==> config.mk <==
export PLATFORM = sky130hd
export DESIGN_NAME = mshr_file
export DESIGN_NICKNAME = d
export VERILOG_FILES = /design/src/rtl/mshr_pkg.sv /design/src/rtl/mshr_datapath.sv /design/src/rtl/mshr_ctrl.sv /design/src/rtl/mshr_file.sv
export SDC_FILE = /design/constraint.sdc
export NUM_CORES = 1
export LEC_CHECK = 0
export ABC_AREA = 1
export BUFFER_PORTS_ARGS = -buffer_cell sky130_fd_sc_hd__buf_2
export CAP_MARGIN = 40
export CORE_UTILIZATION = 52
export DETAILED_ROUTE_END_ITERATION = 6
export PLACE_DENSITY = 0.77
export SKIP_CTS_REPAIR_TIMING = 1
export SLEW_MARGIN = 20
export SYNTH_ARGS = -nofsm -noshare
export SYNTH_HDL_FRONTEND = slang
export SYNTH_SLANG_ARGS = --single-unit
==> constraint.sdc <==
create_clock -name clk -period 4 [get_ports clk]
set_clock_uncertainty 0.2 [all_clocks]
set_input_delay 0 -clock clk [delete_from_list [all_inputs] [get_ports clk]]
set_output_delay 0 -clock clk [all_outputs]
set_load 0.05 [all_outputs]
==> src/rtl/mshr_pkg.sv <==
package mshr_pkg;

  // Field split of the outgoing memory tag: bank id below, slot index above.
  localparam int MEMTAG_HALF_W = 16;

  // Strobes the control issues to the storage each cycle.
  typedef struct packed {
    logic allocEn;   // write the request into the chosen free slot
    logic popEn;     // free the chosen replay slot
    logic fillEn;    // a fill names a root slot this cycle
  } mshrStrobe_t;

endpackage

==> src/rtl/mshr_datapath.sv <==
module mshr_datapath
  import mshr_pkg::*;
#(
  parameter int ENTRIES  = 4,
  parameter int SET_W    = 4,
  parameter int TAG_W    = 8,
  parameter int WAY_W    = 2,
  parameter int PORTS    = 2,
  parameter int SRCID_W  = 3,
  parameter int SRCTAG_W = 8,
  localparam int IDX_W   = (ENTRIES > 1) ? $clog2(ENTRIES) : 1
) (
  input  logic                       clk,
  input  logic                       rstN,
  input  mshrStrobe_t                strb,
  input  logic [IDX_W-1:0]           allocIdx,
  input  logic [IDX_W-1:0]           popIdx,
  input  logic [IDX_W-1:0]           fillIdx,
  input  logic [SET_W-1:0]           reqSet,
  input  logic [TAG_W-1:0]           reqLineTag,
  input  logic                       reqWrite,
  input  logic [WAY_W-1:0]           reqWay,
  input  logic [PORTS-1:0]           reqPortValid,
  input  logic [PORTS*SRCID_W-1:0]   reqSrcId,
  input  logic [PORTS*SRCTAG_W-1:0]  reqSrcTag,
  output logic [ENTRIES-1:0]         validVec,
  output logic [ENTRIES-1:0]         replayVec,
  output logic [ENTRIES-1:0]         matchVec,
  output logic [SET_W-1:0]           popSet,
  output logic [TAG_W-1:0]           popLineTag,
  output logic                       popWrite,
  output logic [WAY_W-1:0]           popWay,
  output logic [PORTS-1:0]           popPortValid,
  output logic [PORTS*SRCID_W-1:0]   popSrcId,
  output logic [PORTS*SRCTAG_W-1:0]  popSrcTag,
  output logic                       instValid,
  output logic [SET_W-1:0]           instSet,
  output logic [WAY_W-1:0]           instWay,
  output logic [TAG_W-1:0]           instLineTag
);

  // Per-slot state: valid/replay under reset, payload loaded on allocation.
  logic [ENTRIES-1:0]        validQ, replayQ;
  logic [SET_W-1:0]          entSet     [ENTRIES];
  logic [TAG_W-1:0]          entTag     [ENTRIES];
  logic                      entWrite   [ENTRIES];
  logic [WAY_W-1:0]          entWay     [ENTRIES];
  logic [PORTS-1:0]          entPortV   [ENTRIES];
  logic [PORTS*SRCID_W-1:0]  entSrcId   [ENTRIES];
  logic [PORTS*SRCTAG_W-1:0] entSrcTag  [ENTRIES];

  // Root of the current fill.
  logic [SET_W-1:0] rootSet;
  logic [TAG_W-1:0] rootTag;
  logic [WAY_W-1:0] rootWay;
  logic             rootLive;
  logic             allocOnRoot;

  assign rootSet  = entSet[fillIdx];
  assign rootTag  = entTag[fillIdx];
  assign rootWay  = entWay[fillIdx];
  assign rootLive = strb.fillEn && validQ[fillIdx];

  // A request merging onto a line whose fill lands this very cycle.
  assign allocOnRoot = rootLive && (reqSet == rootSet) && (reqLineTag == rootTag);

  // Per-slot decode: lookup match, fill sibling, allocation and pop selects.
  logic [ENTRIES-1:0] sameLine, allocSel, popSel;

  for (genvar i = 0; i < ENTRIES; i++) begin : gSlot
    assign matchVec[i] = validQ[i] && (entSet[i] == reqSet) && (entTag[i] == reqLineTag);
    assign sameLine[i] = validQ[i] && (entSet[i] == rootSet) && (entTag[i] == rootTag);
    assign allocSel[i] = strb.allocEn && (allocIdx == IDX_W'(i));
    assign popSel[i]   = strb.popEn   && (popIdx   == IDX_W'(i));
  end

  always_ff @(posedge clk) begin
    if (!rstN) begin
      validQ  <= '0;
      replayQ <= '0;
    end else begin
      for (int i = 0; i < ENTRIES; i++) begin
        if (allocSel[i]) begin
          validQ[i]  <= 1'b1;
          replayQ[i] <= allocOnRoot;
        end else if (popSel[i]) begin
          validQ[i]  <= 1'b0;
          replayQ[i] <= 1'b0;
        end else if (rootLive && sameLine[i]) begin
          replayQ[i] <= 1'b1;
        end
      end
    end
  end

  always_ff @(posedge clk) begin
    for (int i = 0; i < ENTRIES; i++) begin
      if (allocSel[i]) begin
        entSet[i]    <= reqSet;
        entTag[i]    <= reqLineTag;
        entWrite[i]  <= reqWrite;
        entWay[i]    <= reqWay;
        entPortV[i]  <= reqPortValid;
        entSrcId[i]  <= reqSrcId;
        entSrcTag[i] <= reqSrcTag;
      end
    end
  end

  assign validVec  = validQ;
  assign replayVec = replayQ;

  // Replay payload of the slot the control selected.
  assign popSet       = entSet[popIdx];
  assign popLineTag   = entTag[popIdx];
  assign popWrite     = entWrite[popIdx];
  assign popWay       = entWay[popIdx];
  assign popPortValid = entPortV[popIdx];
  assign popSrcId     = entSrcId[popIdx];
  assign popSrcTag    = entSrcTag[popIdx];

  // Line install for the cache arrays.
  assign instValid   = rootLive;
  assign instSet     = rootSet;
  assign instWay     = rootWay;
  assign instLineTag = rootTag;

  // allocation only ever lands in a free slot and makes it live.
  a_r3_alloc_into_free: assert property (@(posedge clk) disable iff (!rstN)
    strb.allocEn |-> !validQ[allocIdx]);
  a_r3_alloc_goes_live: assert property (@(posedge clk) disable iff (!rstN)
    strb.allocEn |=> validQ[$past(allocIdx)]);
  // a pop frees the slot it took.
  a_r8_pop_frees: assert property (@(posedge clk) disable iff (!rstN)
    strb.popEn |=> !validQ[$past(popIdx)]);
  // a replay flag never survives on a free slot.
  a_r6_flag_on_live: assert property (@(posedge clk) disable iff (!rstN)
    (replayQ & ~validQ) == '0);

endmodule

==> src/rtl/mshr_ctrl.sv <==
module mshr_ctrl
  import mshr_pkg::*;
#(
  parameter int ENTRIES = 4,
  localparam int IDX_W  = (ENTRIES > 1) ? $clog2(ENTRIES) : 1,
  localparam int CNT_W  = $clog2(ENTRIES + 1)
) (
  input  logic               clk,
  input  logic               rstN,
  input  logic               reqValid,
  input  logic               fillValid,
  input  logic               popReady,
  input  logic [ENTRIES-1:0] validVec,
  input  logic [ENTRIES-1:0] replayVec,
  input  logic [ENTRIES-1:0] matchVec,
  output mshrStrobe_t        strb,
  output logic [IDX_W-1:0]   allocIdx,
  output logic [IDX_W-1:0]   popIdx,
  output logic [IDX_W-1:0]   lkIdx,
  output logic               lkHit,
  output logic               primaryMiss,
  output logic               popValid,
  output logic               full,
  output logic               empty,
  output logic [CNT_W-1:0]   occupancy
);

  logic [CNT_W-1:0]   occQ;
  logic [ENTRIES-1:0] readyVec;

  assign readyVec = validVec & replayVec;

  // Lowest-index pickers: scan down so the lowest set bit wins.
  always_comb begin
    allocIdx = '0;
    popIdx   = '0;
    lkIdx    = '0;
    for (int i = ENTRIES - 1; i >= 0; i--) begin
      if (!validVec[i]) allocIdx = IDX_W'(i);
      if (readyVec[i])  popIdx   = IDX_W'(i);
      if (matchVec[i])  lkIdx    = IDX_W'(i);
    end
  end

  assign lkHit    = |matchVec;
  assign popValid = |readyVec;
  assign full     = (occQ == CNT_W'(ENTRIES));
  assign empty    = (occQ == '0);

  assign strb.allocEn = reqValid && !full;
  assign strb.popEn   = popValid && popReady;
  assign strb.fillEn  = fillValid;

  assign primaryMiss = strb.allocEn && !lkHit;

  always_ff @(posedge clk) begin
    if (!rstN) occQ <= '0;
    else       occQ <= occQ + CNT_W'(strb.allocEn) - CNT_W'(strb.popEn);
  end

  assign occupancy = occQ;

  // allocating into a full file is illegal.
  a_r5_no_alloc_when_full: assert property (@(posedge clk) disable iff (!rstN)
    reqValid |-> !full);
  // the running count always agrees with the number of live slots.
  a_r9_count_tracks: assert property (@(posedge clk) disable iff (!rstN)
    int'(occQ) == $countones(validVec));
  // a request that merged onto a pending line never goes to memory.
  a_r4_merge_silent: assert property (@(posedge clk) disable iff (!rstN)
    (reqValid && |(matchVec)) |-> !primaryMiss);

endmodule

==> src/rtl/mshr_file.sv <==
module mshr_file
  import mshr_pkg::*;
#(
  parameter int ENTRIES  = 4,
  parameter int SET_W    = 4,
  parameter int TAG_W    = 8,
  parameter int WAY_W    = 2,
  parameter int PORTS    = 2,
  parameter int SRCID_W  = 3,
  parameter int SRCTAG_W = 8,
  parameter int BANK_ID  = 5,
  localparam int IDX_W   = (ENTRIES > 1) ? $clog2(ENTRIES) : 1,
  localparam int CNT_W   = $clog2(ENTRIES + 1)
) (
  input  logic                       clk,
  input  logic                       rstN,
  input  logic                       reqValid,
  input  logic [SET_W-1:0]           reqSet,
  input  logic [TAG_W-1:0]           reqLineTag,
  input  logic                       reqWrite,
  input  logic [WAY_W-1:0]           reqWay,
  input  logic [PORTS-1:0]           reqPortValid,
  input  logic [PORTS*SRCID_W-1:0]   reqSrcId,
  input  logic [PORTS*SRCTAG_W-1:0]  reqSrcTag,
  input  logic                       fillValid,
  input  logic [IDX_W-1:0]           fillIdx,
  input  logic                       popReady,
  output logic                       lkHit,
  output logic [IDX_W-1:0]           lkIdx,
  output logic [IDX_W-1:0]           allocIdx,
  output logic                       memReqValid,
  output logic [31:0]                memReqTag,
  output logic                       full,
  output logic                       empty,
  output logic [CNT_W-1:0]           occupancy,
  output logic                       popValid,
  output logic [IDX_W-1:0]           popIdx,
  output logic [SET_W-1:0]           popSet,
  output logic [TAG_W-1:0]           popLineTag,
  output logic                       popWrite,
  output logic [WAY_W-1:0]           popWay,
  output logic [PORTS-1:0]           popPortValid,
  output logic [PORTS*SRCID_W-1:0]   popSrcId,
  output logic [PORTS*SRCTAG_W-1:0]  popSrcTag,
  output logic                       instValid,
  output logic [SET_W-1:0]           instSet,
  output logic [WAY_W-1:0]           instWay,
  output logic [TAG_W-1:0]           instLineTag
);

  mshrStrobe_t        strb;
  logic [ENTRIES-1:0] validVec, replayVec, matchVec;

  mshr_ctrl #(.ENTRIES(ENTRIES)) uCtrl (
    .clk         (clk),
    .rstN        (rstN),
    .reqValid    (reqValid),
    .fillValid   (fillValid),
    .popReady    (popReady),
    .validVec    (validVec),
    .replayVec   (replayVec),
    .matchVec    (matchVec),
    .strb        (strb),
    .allocIdx    (allocIdx),
    .popIdx      (popIdx),
    .lkIdx       (lkIdx),
    .lkHit       (lkHit),
    .primaryMiss (memReqValid),
    .popValid    (popValid),
    .full        (full),
    .empty       (empty),
    .occupancy   (occupancy)
  );

  mshr_datapath #(
    .ENTRIES(ENTRIES), .SET_W(SET_W), .TAG_W(TAG_W), .WAY_W(WAY_W),
    .PORTS(PORTS), .SRCID_W(SRCID_W), .SRCTAG_W(SRCTAG_W)
  ) uData (
    .clk          (clk),
    .rstN         (rstN),
    .strb         (strb),
    .allocIdx     (allocIdx),
    .popIdx       (popIdx),
    .fillIdx      (fillIdx),
    .reqSet       (reqSet),
    .reqLineTag   (reqLineTag),
    .reqWrite     (reqWrite),
    .reqWay       (reqWay),
    .reqPortValid (reqPortValid),
    .reqSrcId     (reqSrcId),
    .reqSrcTag    (reqSrcTag),
    .validVec     (validVec),
    .replayVec    (replayVec),
    .matchVec     (matchVec),
    .popSet       (popSet),
    .popLineTag   (popLineTag),
    .popWrite     (popWrite),
    .popWay       (popWay),
    .popPortValid (popPortValid),
    .popSrcId     (popSrcId),
    .popSrcTag    (popSrcTag),
    .instValid    (instValid),
    .instSet      (instSet),
    .instWay      (instWay),
    .instLineTag  (instLineTag)
  );

  // Routing tag for the fill: bank id in the low half, slot index in the high half.
  assign memReqTag = {MEMTAG_HALF_W'(allocIdx), MEMTAG_HALF_W'(BANK_ID)};

endmodule

==> flow_summary.toml <==
[drt]
via_count = 7733
wl_per_cell_microns = 17.5
ant_nets = 0
drc = 0
drt_first_pass_iters = 7
post_drt_via_cell_ratio = 5.60
routed_wl_microns = 24200
drt_iter0_markers = 802

[logic_synthesis]
synth_area_sq_mm = 0.00888
synthCells = 997
yosysSeqAreaShare_pct = 55.2
ys_ff_latch = 167
synth_area_leaders = "edfxtp_1 53%, nand2_1 15%, nand3_1 4.2%"
synth_top_area_share_pct = 52.8
syn_area_per_cell_sq_um = 8.91
netlist-cell-type-count = 37
yosys.area.top_type = "edfxtp_1"
yosysWarnings = 0

[worst_setup_path]
cp_max_fo = 35
crit_path_end_kind = "primary output"
crit_slowest_cell = "dfxtp_1"
worstPathArrival_ns = 2.86
cpMostUsedCell = "nand2_1"
slowest_delay_ns = 0.49
crit_chain = "nand2_1, nand2_1, nor2_1, nor2_2, buf_4, inv_1, o21ai_0, buf_2"
startpoint_type = "flop"
crit_required_ns = 3.80
critPathKind = "flop to primary output"

[layout]
register_area_sq_mm = 0.00490
antenna_cells = 0
final_cell_mix = "353 x nand2_1, 156 x edfxtp_1, 115 x buf_2"
multi_input_area_sq_mm = 0.00333
fin_area_sq_mm = 0.0105
stdcell_count = 1382
syn_to_final_growth_pct = 18.5
final_common_cell = "nand2_1"
layout-drive-gt1-share_pct = 16.5
final_nets = 1197
n_fill_cell = 1368

[pwr]
internal_power_w = 0.00306
irDropWorstVdd_mv = 0.424
clockPowerShare_pct = 32.7
combinationalPowerShare_pct = 21.2
leakage_nw = 4.52
pwr_density_cell_mw_per_mm2 = 431
switching_share_pct = 32.5
p_switching_w = 0.00147
seqPwrFrac_pct = 46.1

[sta]
final-setup-viol-count = 0
post-route-worst-setup-slack_ns = 0.938
finalHoldViolations = 1
fin_hold_ws_ns = -0.0419
fmax_mhz = 327
timing.slew.headroom_pct = 52.8
period_share_pct = 76.5
rsz0062_at_grt = "no"
min_period_ns = 3.06
tns_ns = 0
slew_violations = 0
worst_pin_slew_ns = 0.704

[grt]
grt_pass1_vias = 7052
grt_max_degree = 36
track_usage_pct = 27.9
grt_pass1_wl_microns = 37100
grt_overflow = 0
antenna_found_initial = 0

[clock_network]
cts_tree = "done"
h-tree-depth = 4
cts_buffers = 17
clockBufferDepth = 2
clk_pin_slew_worst_paths_ns = 0.07
clk_latency_ns = 0.43
root_buffer = "clkbuf_16"
cts_sinks = 167

[placed_design]
place_ws_ns = 1.02
placed_area_sq_mm = 0.00957
dp.cells = 1308
hpwlAfterDp_microns = 16300
numPortBuffers = 115
gp_congestion = 1.01

[floorplan]
die_w_microns = 133
start_util_pct = 53.3
core-area_sq_mm = 0.0166
num_rows = 47
die_height_microns = 133
io_pins = 146
dieArea_sq_mm = 0.0176

[job]
drv_cap = 0

[outcome]
violations = "negative hold slack"
outcome = "complete, but fails checks"

[worst_hold_path]
hp-class = "input port to flop"
-- through the flow --
step,total power [W],utilization [%],hold WS [ns]
global placement,0.00303,57.2,0.0135
floorplan,0.00281,-,-0.107
detailed placement,0.00304,57.5,0.0178
CTS,0.00449,60.7,-0.424
global route,0.00469,63.2,0.0195
finish,0.00453,63.2,-0.0419
-- synthesized netlist by cell type, drive strengths merged --
master,number
a21oi,18
o2111ai,2
nor3,3
nand2,363
o21ai,24
nand4,30
buf,46
a21boi,2
a211oi,1
dfxtp,11
edfxtp,156
clkinv,2
fa,1
ha,1
xnor2,6
inv,98
clkbuf,14
nor2,60
o211ai,4
conb,2
nand3,92
a221oi,4
xor2,19
o22ai,25
o221ai,1
nand3b,6
nor4,6
-- worst paths after layout --
path | cells past startpoint | startpoint | slack, ns | to
worst max-delay path | 8 | uData.validVec[0]$_SDFFE_PN0P_ | 0.94 | popLineTag[1]
worst min-delay path | 7 | fillValid | -0.04 | uData.replayVec[0]$_SDFFE_PN0P_
worst max register to register | 7 | uCtrl.occupancy[1]$_SDFF_PN0_ | 0.98 | uData.entSrcTag[1][5]$_DFFE_PP_
worst min register to register | 2 | uData.validVec[1]$_SDFFE_PN0P_ | 0.35 | uData.validVec[1]$_SDFFE_PN0P_
-- layer usage --
metal | track usage (%) | wire [microns]
met1 | 37.3 | 9470
met2 | 42.9 | 11200
met3 | 5.36 | 2420
met4 | 15.5 | 1060
met5 | 0 | 0
-- flip-flops by register name (all words and copies together), names as in the netlist --
signal,flops
uData.entTag,32
uData.entSet,16
uData.entWrite,4
uData.entSrcId,24
uCtrl.occupancy,3
uData.entPortV,8
uData.entWay,8
uData.replayVec,4
uData.entSrcTag,64
uData.validVec,4
-- power by group through the flow --
stage          sequential, W  clock [W]  combinational, W
2_1_floorplan        0.00213          0          0.000675
3_3_place_gp         0.00212          0          0.000905
3_5_place_dp         0.00212          0          0.000914
4_1_cts              0.00209    0.00149          0.000917
5_1_grt              0.00210    0.00157           0.00103
6_report             0.00209    0.00148          0.000961
-- layout make-up --
class                   instances  share of cell area [%]
multi-input cells             698                    31.7
clock buffers                  19                    4.11
flip-flops and latches        167                    46.6
repair buffers                165                    10.4
well taps                     220                    2.62
clock inverters                13                   0.939
inverters                     100                    3.61
-- critical path, delay by kind of cell (launching register included) --
kind            cells  cell delay, ns
buf+inv             3            1.07
flops               1            0.49
simple gates        4            0.48
compound gates      1            0.38
-- cell families after synthesis --
kind of cell	Yosys count	synth area share (%)
other cells	2	0.0846
xor+xnor	25	2.47
compound gates	81	5.41
simple gates	560	27.8
buf+inv	160	8.60
fa+ha+maj	2	0.366
flops	167	55.2
(Power assumes the default switching activity.)
